### src/rtl/spi_mem_pkg.sv
package spi_mem_pkg;

  localparam int ROW_BYTES = 8;

  typedef enum logic [1:0] {
    SZ_16    = 2'd0,
    SZ_32    = 2'd1,
    SZ_BURST = 2'd2,
    SZ_NONE  = 2'd3
  } acc_size_e;

  function automatic acc_size_e decode_size(input logic [7:0] c);
    if (c[7:3] != 5'd0 || c[2:1] == 2'b11) return SZ_NONE;
    case (c[2:1])
      2'b00:   return SZ_16;
      2'b01:   return SZ_32;
      default: return SZ_BURST;
    endcase
  endfunction

  function automatic logic [2:0] align_base(input acc_size_e s, input logic [2:0] a);
    case (s)
      SZ_16:   return {a[2:1], 1'b0};
      SZ_32:   return {a[2], 2'b00};
      default: return 3'd0;
    endcase
  endfunction

endpackage

### src/rtl/spi_mem_sync.sv
module spi_mem_sync #(
  parameter int         W       = 1,
  parameter logic [W-1:0] RST_VAL = '0
) (
  input  logic         clk,
  input  logic         rst,
  input  logic [W-1:0] d,
  output logic [W-1:0] q
);
  logic [W-1:0] stage1;

  always_ff @(posedge clk) begin
    if (rst) begin
      stage1 <= RST_VAL;
      q      <= RST_VAL;
    end else begin
      stage1 <= d;
      q      <= stage1;
    end
  end
endmodule

### src/rtl/spi_mem_serdes.sv
module spi_mem_serdes (
  input  logic       clk,
  input  logic       rst,
  input  logic       sel,
  input  logic       rise,
  input  logic       fall,
  input  logic       mosi,
  input  logic       tx_load,
  input  logic [7:0] tx_byte,
  output logic       byte_done,
  output logic [7:0] rx_byte,
  output logic       miso
);
  logic [2:0] bit_cnt;
  logic [7:0] rx_sh;
  logic [7:0] tx_sh;

  always_ff @(posedge clk) begin
    if (rst || !sel) begin
      bit_cnt   <= '0;
      rx_sh     <= '0;
      rx_byte   <= '0;
      byte_done <= 1'b0;
      tx_sh     <= '0;
      miso      <= 1'b0;
    end else begin
      byte_done <= 1'b0;
      if (rise) begin
        rx_sh   <= {rx_sh[6:0], mosi};
        bit_cnt <= bit_cnt + 3'd1;
        if (bit_cnt == 3'd7) begin
          byte_done <= 1'b1;
          rx_byte   <= {rx_sh[6:0], mosi};
        end
      end
      if (tx_load) begin
        tx_sh <= tx_byte;
      end else if (fall) begin
        miso  <= tx_sh[7];
        tx_sh <= {tx_sh[6:0], 1'b0};
      end
    end
  end
endmodule

### src/rtl/spi_mem_ctrl.sv
module spi_mem_ctrl
  import spi_mem_pkg::*;
#(
  parameter int ADDR_W    = 32,
  parameter int MAX_BURST = 240,
  parameter int RD_DUMMY  = 4
) (
  input  logic                clk,
  input  logic                rst,
  input  logic                sel,
  input  logic                byte_done,
  input  logic [7:0]          rx_byte,
  output logic                tx_load,
  output logic [7:0]          tx_byte,
  output logic                mem_rd,
  output logic                mem_wr,
  output logic [ADDR_W-4:0]   mem_addr,
  output logic [7:0]          mem_be,
  output logic [63:0]         mem_wdata,
  input  logic [63:0]         mem_rdata
);
  localparam int HDR_BYTES  = 5;
  localparam int RD_FIRST   = HDR_BYTES + RD_DUMMY;
  localparam int IDX_W      = $clog2(RD_FIRST + 1);
  localparam int BURST_ROWS = MAX_BURST / ROW_BYTES;
  localparam int ROWS_W     = $clog2(BURST_ROWS + 1);

  logic [IDX_W-1:0]  idx;
  acc_size_e         sz;
  logic              is_wr;
  logic              done;
  logic [ADDR_W-1:0] addr_sh;
  logic [ADDR_W-1:0] addr_full;
  logic [2:0]        base, k, last_k, lane;
  logic [ROWS_W-1:0] rows;
  logic [63:0]       rbuf;
  logic              rd_pend;
  logic              word_end, last_row;

  always_comb begin
    case (sz)
      SZ_16:   last_k = 3'd1;
      SZ_32:   last_k = 3'd3;
      default: last_k = 3'd7;
    endcase
    lane      = base + last_k - k;
    addr_full = {addr_sh[ADDR_W-9:0], rx_byte};
    word_end  = (k == last_k);
    last_row  = (sz != SZ_BURST) || (rows == ROWS_W'(BURST_ROWS - 1));
  end

  always_ff @(posedge clk) begin
    if (rst || !sel) begin
      idx       <= '0;
      sz        <= SZ_NONE;
      is_wr     <= 1'b0;
      done      <= 1'b0;
      addr_sh   <= '0;
      base      <= '0;
      k         <= '0;
      rows      <= '0;
      rbuf      <= '0;
      rd_pend   <= 1'b0;
      tx_load   <= 1'b0;
      tx_byte   <= '0;
      mem_rd    <= 1'b0;
      mem_wr    <= 1'b0;
      mem_addr  <= '0;
      mem_be    <= '0;
      mem_wdata <= '0;
    end else begin
      mem_rd  <= 1'b0;
      mem_wr  <= 1'b0;
      tx_load <= 1'b0;
      rd_pend <= mem_rd;
      if (rd_pend) rbuf <= mem_rdata;

      if (byte_done) begin
        if (idx != IDX_W'(RD_FIRST)) idx <= idx + IDX_W'(1);

        if (idx == '0) begin
          sz    <= decode_size(rx_byte);
          is_wr <= rx_byte[0];
        end else if (idx < IDX_W'(HDR_BYTES)) begin
          addr_sh <= addr_full;
        end

        if (idx == IDX_W'(HDR_BYTES - 1)) begin
          mem_addr <= addr_full[ADDR_W-1:3];
          base     <= align_base(sz, addr_full[2:0]);
          if (sz == SZ_NONE) done <= 1'b1;
          else if (!is_wr)   mem_rd <= 1'b1;
        end

        // write data path: commit only whole words
        if (is_wr && idx >= IDX_W'(HDR_BYTES) && !done) begin
          if (k == 3'd0 && rows != '0) mem_addr <= mem_addr + 1'b1;
          mem_wdata[{lane, 3'b000} +: 8] <= rx_byte;
          mem_be <= (k == 3'd0 ? 8'h00 : mem_be) | (8'h01 << lane);
          if (word_end) begin
            mem_wr <= 1'b1;
            k      <= '0;
            rows   <= rows + ROWS_W'(1);
            if (last_row) done <= 1'b1;
          end else begin
            k <= k + 3'd1;
          end
        end

        // read data path: load next outgoing byte
        if (!is_wr && idx >= IDX_W'(RD_FIRST - 1)) begin
          tx_load <= 1'b1;
          if (done) begin
            tx_byte <= 8'h00;
          end else begin
            tx_byte <= rbuf[{lane, 3'b000} +: 8];
            if (word_end) begin
              k    <= '0;
              rows <= rows + ROWS_W'(1);
              if (last_row) begin
                done <= 1'b1;
              end else begin
                mem_addr <= mem_addr + 1'b1;
                mem_rd   <= 1'b1;
              end
            end else begin
              k <= k + 3'd1;
            end
          end
        end
      end
    end
  end
endmodule

### src/rtl/spi_mem_slave.sv
module spi_mem_slave #(
  parameter int ADDR_W    = 32,
  parameter int MAX_BURST = 240,
  parameter int RD_DUMMY  = 4
) (
  input  logic              clk,
  input  logic              rst,
  input  logic              spi_sclk,
  input  logic              spi_cs_n,
  input  logic              spi_mosi,
  output logic              spi_miso,
  output logic              mem_rd,
  output logic              mem_wr,
  output logic [ADDR_W-4:0] mem_addr,
  output logic [7:0]        mem_be,
  output logic [63:0]       mem_wdata,
  input  logic [63:0]       mem_rdata
);
  logic cs_s, sclk_s, mosi_s, sclk_d;
  logic sel, sclk_rise, sclk_fall;
  logic byte_done, tx_load;
  logic [7:0] rx_byte, tx_byte;

  spi_mem_sync #(.W(3), .RST_VAL(3'b100)) u_sync (
    .clk (clk),
    .rst (rst),
    .d   ({spi_cs_n, spi_sclk, spi_mosi}),
    .q   ({cs_s, sclk_s, mosi_s})
  );

  always_ff @(posedge clk) begin
    if (rst) sclk_d <= 1'b0;
    else     sclk_d <= sclk_s;
  end

  assign sel       = ~cs_s;
  assign sclk_rise = sclk_s & ~sclk_d;
  assign sclk_fall = ~sclk_s & sclk_d;

  spi_mem_serdes u_serdes (
    .clk       (clk),
    .rst       (rst),
    .sel       (sel),
    .rise      (sclk_rise),
    .fall      (sclk_fall),
    .mosi      (mosi_s),
    .tx_load   (tx_load),
    .tx_byte   (tx_byte),
    .byte_done (byte_done),
    .rx_byte   (rx_byte),
    .miso      (spi_miso)
  );

  spi_mem_ctrl #(.ADDR_W(ADDR_W), .MAX_BURST(MAX_BURST), .RD_DUMMY(RD_DUMMY)) u_ctrl (
    .clk       (clk),
    .rst       (rst),
    .sel       (sel),
    .byte_done (byte_done),
    .rx_byte   (rx_byte),
    .tx_load   (tx_load),
    .tx_byte   (tx_byte),
    .mem_rd    (mem_rd),
    .mem_wr    (mem_wr),
    .mem_addr  (mem_addr),
    .mem_be    (mem_be),
    .mem_wdata (mem_wdata),
    .mem_rdata (mem_rdata)
  );
endmodule

### config.mk
export PLATFORM = sky130hd
export DESIGN_NAME = spi_mem_slave
export DESIGN_NICKNAME = d
export VERILOG_FILES = /design/src/rtl/spi_mem_pkg.sv /design/src/rtl/spi_mem_sync.sv /design/src/rtl/spi_mem_serdes.sv /design/src/rtl/spi_mem_ctrl.sv /design/src/rtl/spi_mem_slave.sv
export SDC_FILE = /design/constraint.sdc
export NUM_CORES = 1
export LEC_CHECK = 0
export BUFFER_PORTS_ARGS = -buffer_cell sky130_fd_sc_hd__buf_4
export CAP_MARGIN = 20
export CELL_PAD_IN_SITES_DETAIL_PLACEMENT = 2
export CELL_PAD_IN_SITES_GLOBAL_PLACEMENT = 2
export CORE_ASPECT_RATIO = 0.5
export CORE_MARGIN = 1.5
export CORE_UTILIZATION = 34
export DETAILED_ROUTE_END_ITERATION = 6
export HOLD_SLACK_MARGIN = 0.08
export PLACE_DENSITY = 0.74
export SLEW_MARGIN = 25
export SYNTH_ARGS = -nofsm -noshare
export SYNTH_HDL_FRONTEND = slang
export SYNTH_SLANG_ARGS = --single-unit
export TNS_END_PERCENT = 1
### constraint.sdc
create_clock -name clk -period 5.5 [get_ports clk]
set_input_delay 0.55 -clock clk [delete_from_list [all_inputs] [get_ports clk]]
set_output_delay 0.55 -clock clk [all_outputs]
set_load 0.01 [all_outputs]
==> flow_results.xml <==
<?xml version="1.0" encoding="UTF-8"?>
<metrics>
  <group name="power_and_ir_drop">
    <metric name="power_density_normalized_to_cell_area" unit="mW/mm2">274</metric>
    <metric name="seqPwrFrac" unit="%">49.8</metric>
    <metric name="power.switching" unit="uW">797</metric>
    <metric name="share_comb_of_total_power" unit="%">1.9</metric>
    <metric name="power_report.internal_total" unit="uW">2900</metric>
    <metric name="ir_worst_vdd" unit="V">0.000220</metric>
    <metric name="sw_frac_of_total" unit="%">21.6</metric>
    <metric name="power.static_leakage" unit="uW">0.00482</metric>
    <metric name="clock_network_power_share" unit="%">48.3</metric>
  </group>
  <group name="final_layout">
    <metric name="fill_cells" unit="">3493</metric>
    <metric name="layout.nets" unit="">1443</metric>
    <metric name="area_delta_synth_final" unit="%">22.4</metric>
    <metric name="num_antenna_cells" unit="">0</metric>
    <metric name="drive_above_1_share" unit="%">19.9</metric>
  </group>
  <group name="timing">
    <metric name="period_needed" unit="ns">4.73</metric>
    <metric name="finalCritPeriodShare" unit="%">85.9</metric>
    <metric name="clock-skew-final" unit="ns">0.0272</metric>
    <metric name="worst_hold_slack" unit="ns">0.205</metric>
    <metric name="tns" unit="ns">0</metric>
    <metric name="setup_viol" unit="">0</metric>
    <metric name="grt_setup_unrepaired" unit="">false</metric>
    <metric name="timing.final.hold_violations" unit="">0</metric>
    <metric name="timing.fmax" unit="MHz">212</metric>
    <metric name="maxSlewHeadroom" unit="%">34.6</metric>
    <metric name="slew_violations" unit="">0</metric>
    <metric name="worst-slew-pin-transition" unit="ns">0.981</metric>
    <metric name="layout_setup_ws" unit="ns">0.775</metric>
  </group>
  <group name="route">
    <metric name="viasPerCell" unit="">5.24</metric>
    <metric name="drt_drc_violations_left" unit="">0</metric>
    <metric name="wire_per_inst" unit="um">20.4</metric>
    <metric name="drtPass1Iterations" unit="">4</metric>
    <metric name="final_antenna_net_count" unit="">0</metric>
    <metric name="drt-total-wl" unit="mm">36.7</metric>
    <metric name="via_count" unit="">9435</metric>
    <metric name="dr.first_iter.drc_count" unit="">369</metric>
  </group>
  <group name="die">
    <metric name="die-area" unit="mm2">0.0336</metric>
    <metric name="initial_utilization" unit="%">34.7</metric>
    <metric name="die_w" unit="um">258</metric>
    <metric name="die_h" unit="um">130</metric>
    <metric name="io_pins" unit="">173</metric>
    <metric name="placeableCoreArea" unit="mm2">0.0318</metric>
    <metric name="rows" unit="">46</metric>
  </group>
  <group name="synthesis">
    <metric name="post_synth_num_cell_types" unit="">74</metric>
    <metric name="post_synth.cell_area_avg" unit="um2">8.98</metric>
    <metric name="synth_ff_type" unit="">dfxtp_1</metric>
    <metric name="synth-warning-count" unit="">0</metric>
    <metric name="synth_enable_flop_cells" unit="">0</metric>
    <metric name="yosysSeqAreaShare" unit="%">46.1</metric>
    <metric name="synth_area" unit="mm2">0.0110</metric>
    <metric name="yosys_register_bits" unit="">254</metric>
    <metric name="async_reset_ff_share" unit="%">0</metric>
    <metric name="synth_nets" unit="">1319</metric>
    <metric name="synthesis.instances" unit="">1228</metric>
  </group>
  <group name="critical_path">
    <metric name="crit_path_frequent_cell" unit="">ha_1</metric>
    <metric name="timing.reg2reg.worst_path_depth" unit="">13</metric>
    <metric name="critPathMaxStageDelay" unit="ns">0.76</metric>
    <metric name="regToRegEndpoint" unit="">u_ctrl.mem_wdata[23]</metric>
    <metric name="endpoint_kind" unit="">flop</metric>
    <metric name="critical_path.cell_chain" unit="">buf_4 &gt; inv_1 &gt; ha_1 &gt; or2_2 &gt; ha_1 &gt; buf_4 &gt; clkinv_1 &gt; ha_1 &gt; ha_1 &gt; or2_2 &gt; or4_1 &gt; mux2i_1 &gt; nor2_1</metric>
    <metric name="cp-start-kind" unit="">flop</metric>
    <metric name="regToRegStartpoint" unit="">u_ctrl.k[0]</metric>
    <metric name="crit_family" unit="">simple AND/OR/NAND/NOR gates</metric>
    <metric name="cp_data_arrival_time" unit="ns">5.13</metric>
    <metric name="worst-endpoint-required" unit="ns">5.91</metric>
    <metric name="crit_path_max_fanout" unit="">28</metric>
    <metric name="start_to_end_type_of_the_worst_setup_path" unit="">reg2reg</metric>
    <metric name="worst-path-stages" unit="">13</metric>
    <metric name="timing.reg2reg.setup_slack" unit="ns">0.77</metric>
    <metric name="worst_path_max_delay_cell" unit="">or4_1</metric>
    <metric name="worst-path-buf-inv" unit="">4</metric>
  </group>
  <group name="clock_tree">
    <metric name="buffers_from_clock_root_to_sink_at_most" unit="">3</metric>
    <metric name="cts.root.buffer_cell" unit="">clkbuf_16</metric>
    <metric name="cts_h_tree_lvls" unit="">1</metric>
    <metric name="cts-hold-fix-buffers" unit="">0</metric>
    <metric name="cts_post_setup_buffers_inserted" unit="">0</metric>
    <metric name="tritoncts.num_buffers" unit="">24</metric>
    <metric name="clock-sinks" unit="">254</metric>
    <metric name="clk_pin_slew_worst_paths" unit="ns">0.07</metric>
    <metric name="resized_after_cts" unit="">0</metric>
    <metric name="tritoncts_clock_tree" unit="">built</metric>
    <metric name="worst_skew_pair.late_latency" unit="ns">0.55</metric>
  </group>
  <group name="job">
    <metric name="max_cap_violations" unit="">0</metric>
  </group>
  <group name="place">
    <metric name="place_hpwl" unit="mm">25.7</metric>
    <metric name="io_buffer_count" unit="">172</metric>
    <metric name="place_worst_setup_slack" unit="ns">0.706</metric>
    <metric name="place_congestion" unit="">0.774</metric>
  </group>
  <group name="global_route">
    <metric name="grt_overflow" unit="">0</metric>
    <metric name="initial_antenna_violation_count" unit="">0</metric>
    <metric name="grt_pass1_vias" unit="">10200</metric>
    <metric name="grt_usage" unit="%">21.8</metric>
    <metric name="grt_start_max_net_pins" unit="">87</metric>
    <metric name="grt_first_pass_wirelength" unit="mm">57.9</metric>
  </group>
  <group name="hold_path">
    <metric name="hold_depth" unit="">2</metric>
    <metric name="holdCritPathClass" unit="">in2reg</metric>
    <metric name="worst_hold_path.endpoint" unit="">u_sync.stage1[2]</metric>
    <metric name="worst_hold_startpoint" unit="">spi_cs_n</metric>
  </group>
  <group name="run_status">
    <metric name="status" unit="">finished, final reports clean</metric>
  </group>
</metrics>
[how the worst max path moves through the flow]
stage                            from              endpoint  slack, ns
final                     u_ctrl.k[0]  u_ctrl.mem_wdata[23]       0.77
after global routing      u_ctrl.k[0]   u_ctrl.mem_wdata[6]       0.47
after CTS                 u_ctrl.k[0]  u_ctrl.mem_wdata[38]       0.64
after detailed placement  u_ctrl.k[0]  u_ctrl.mem_wdata[38]       0.71
after global placement    u_ctrl.k[0]  u_ctrl.mem_wdata[39]       0.92
after floorplan           u_ctrl.k[0]  u_ctrl.mem_wdata[17]       1.25
[metrics by stage]
| stage | cell area [um2] | util, % | power, uW | cells |
|---|---|---|---|---|
| 6_report | 13500 | 42.5 | 3700 | 1801 |
| 5_1_grt | 13500 | 42.5 | 3830 | 1801 |
| 4_1_cts | 13400 | 42.3 | 3740 | 1799 |
| 3_5_place_dp | 12600 | 39.7 | 1950 | 1756 |
| 3_3_place_gp | 12600 | 39.7 | 1950 | 1756 |
| 2_1_floorplan | 11000 | - | 1900 | 1228 |
[final cells by class]
type	instances	area, um2	share of cell area (%)
multi-input combinational	868	5530	41.0
sequential	254	5090	37.7
timing repair buffer	187	1440	10.7
clock buffer	30	643	4.77
tap	432	541	4.01
clock inverter	13	181	1.34
inverter	17	63.8	0.473
[power by group through the flow]
stage	Combinational (uW)	Clock (uW)	Sequential, uW
4_1_cts	69.8	1830	1840
2_1_floorplan	19.9	0	1880
3_3_place_gp	67.8	0	1880
6_report	70.0	1780	1840
3_5_place_dp	69.8	0	1880
5_1_grt	74.9	1910	1840
[layout by cell type (no fill, tap or decap), types with 4 or more instances in the layout]
cell type  instances
o21ai_0           44
clkbuf_16         24
mux2i_1          130
and2_1             7
nand2b_1           7
a211oi_1          15
nor3_1            24
nor2b_1           19
nand2_1          143
clkinv_2           6
nor2_1           186
inv_1             16
clkbuf_1           4
o31ai_1            5
buf_4            185
a21oi_1           78
a31oi_1            4
a32oi_1            7
or2_2              6
dfxtp_1          253
nor4_1             5
mux2_2             4
mux4_2             9
and3_1             5
bufinv_16          4
xnor2_1            8
a311oi_1           9
ha_1              22
nor2_4             6
nand4_1           14
o211a_1            6
nand3_1           42
[per-layer routing]
layer  track usage (%)  routed length (um)  vias up
met1              27.4               16400     4742
met4              4.68                 722        0
met2              39.8               18300      145
met5                 0                   0        -
met3              3.42                1250       51
li1                  -                   -     4497
[sequential cells by signal (all words and copies together), names as in the netlist, 7 cells and up]
signal,cells
u_ctrl.tx_byte,8
u_serdes.rx_byte,8
u_ctrl.mem_wdata,64
u_serdes.rx_sh,7
u_ctrl.addr_sh,24
u_ctrl.mem_addr,29
u_ctrl.mem_be,8
u_ctrl.rbuf,64
u_serdes.tx_sh,8
[synth_stat cells, types with 14 or more instances]
cell type	n	area, um2
nand2_1	143	537
nand4_1	14	87.6
a21oi_1	78	390
a211oi_1	15	113
ha_1	22	275
nor3_1	24	120
buf_2	15	75.1
nor2_1	188	706
nor2b_1	19	119
o21ai_0	44	220
nand3_1	42	210
clkbuf_1	62	233
mux2i_1	130	1300
inv_1	16	60.1
dfxtp_1	254	5080
[cells by family (layout without fill, tap and decap cells)]
kind of cell,Yosys count,count (layout),share of synthesized area (%)
AO/OA/AOI/OAI,198,198,11.3
XOR/XNOR,13,13,1.24
adder cells (fa/ha/maj),22,22,2.50
buffers and inverters,106,247,3.93
flip-flops,254,254,46.1
multiplexers,143,143,14.1
AND/OR/NAND/NOR,492,492,20.9
No activity file was read; power rests on OpenSTA's default activity.
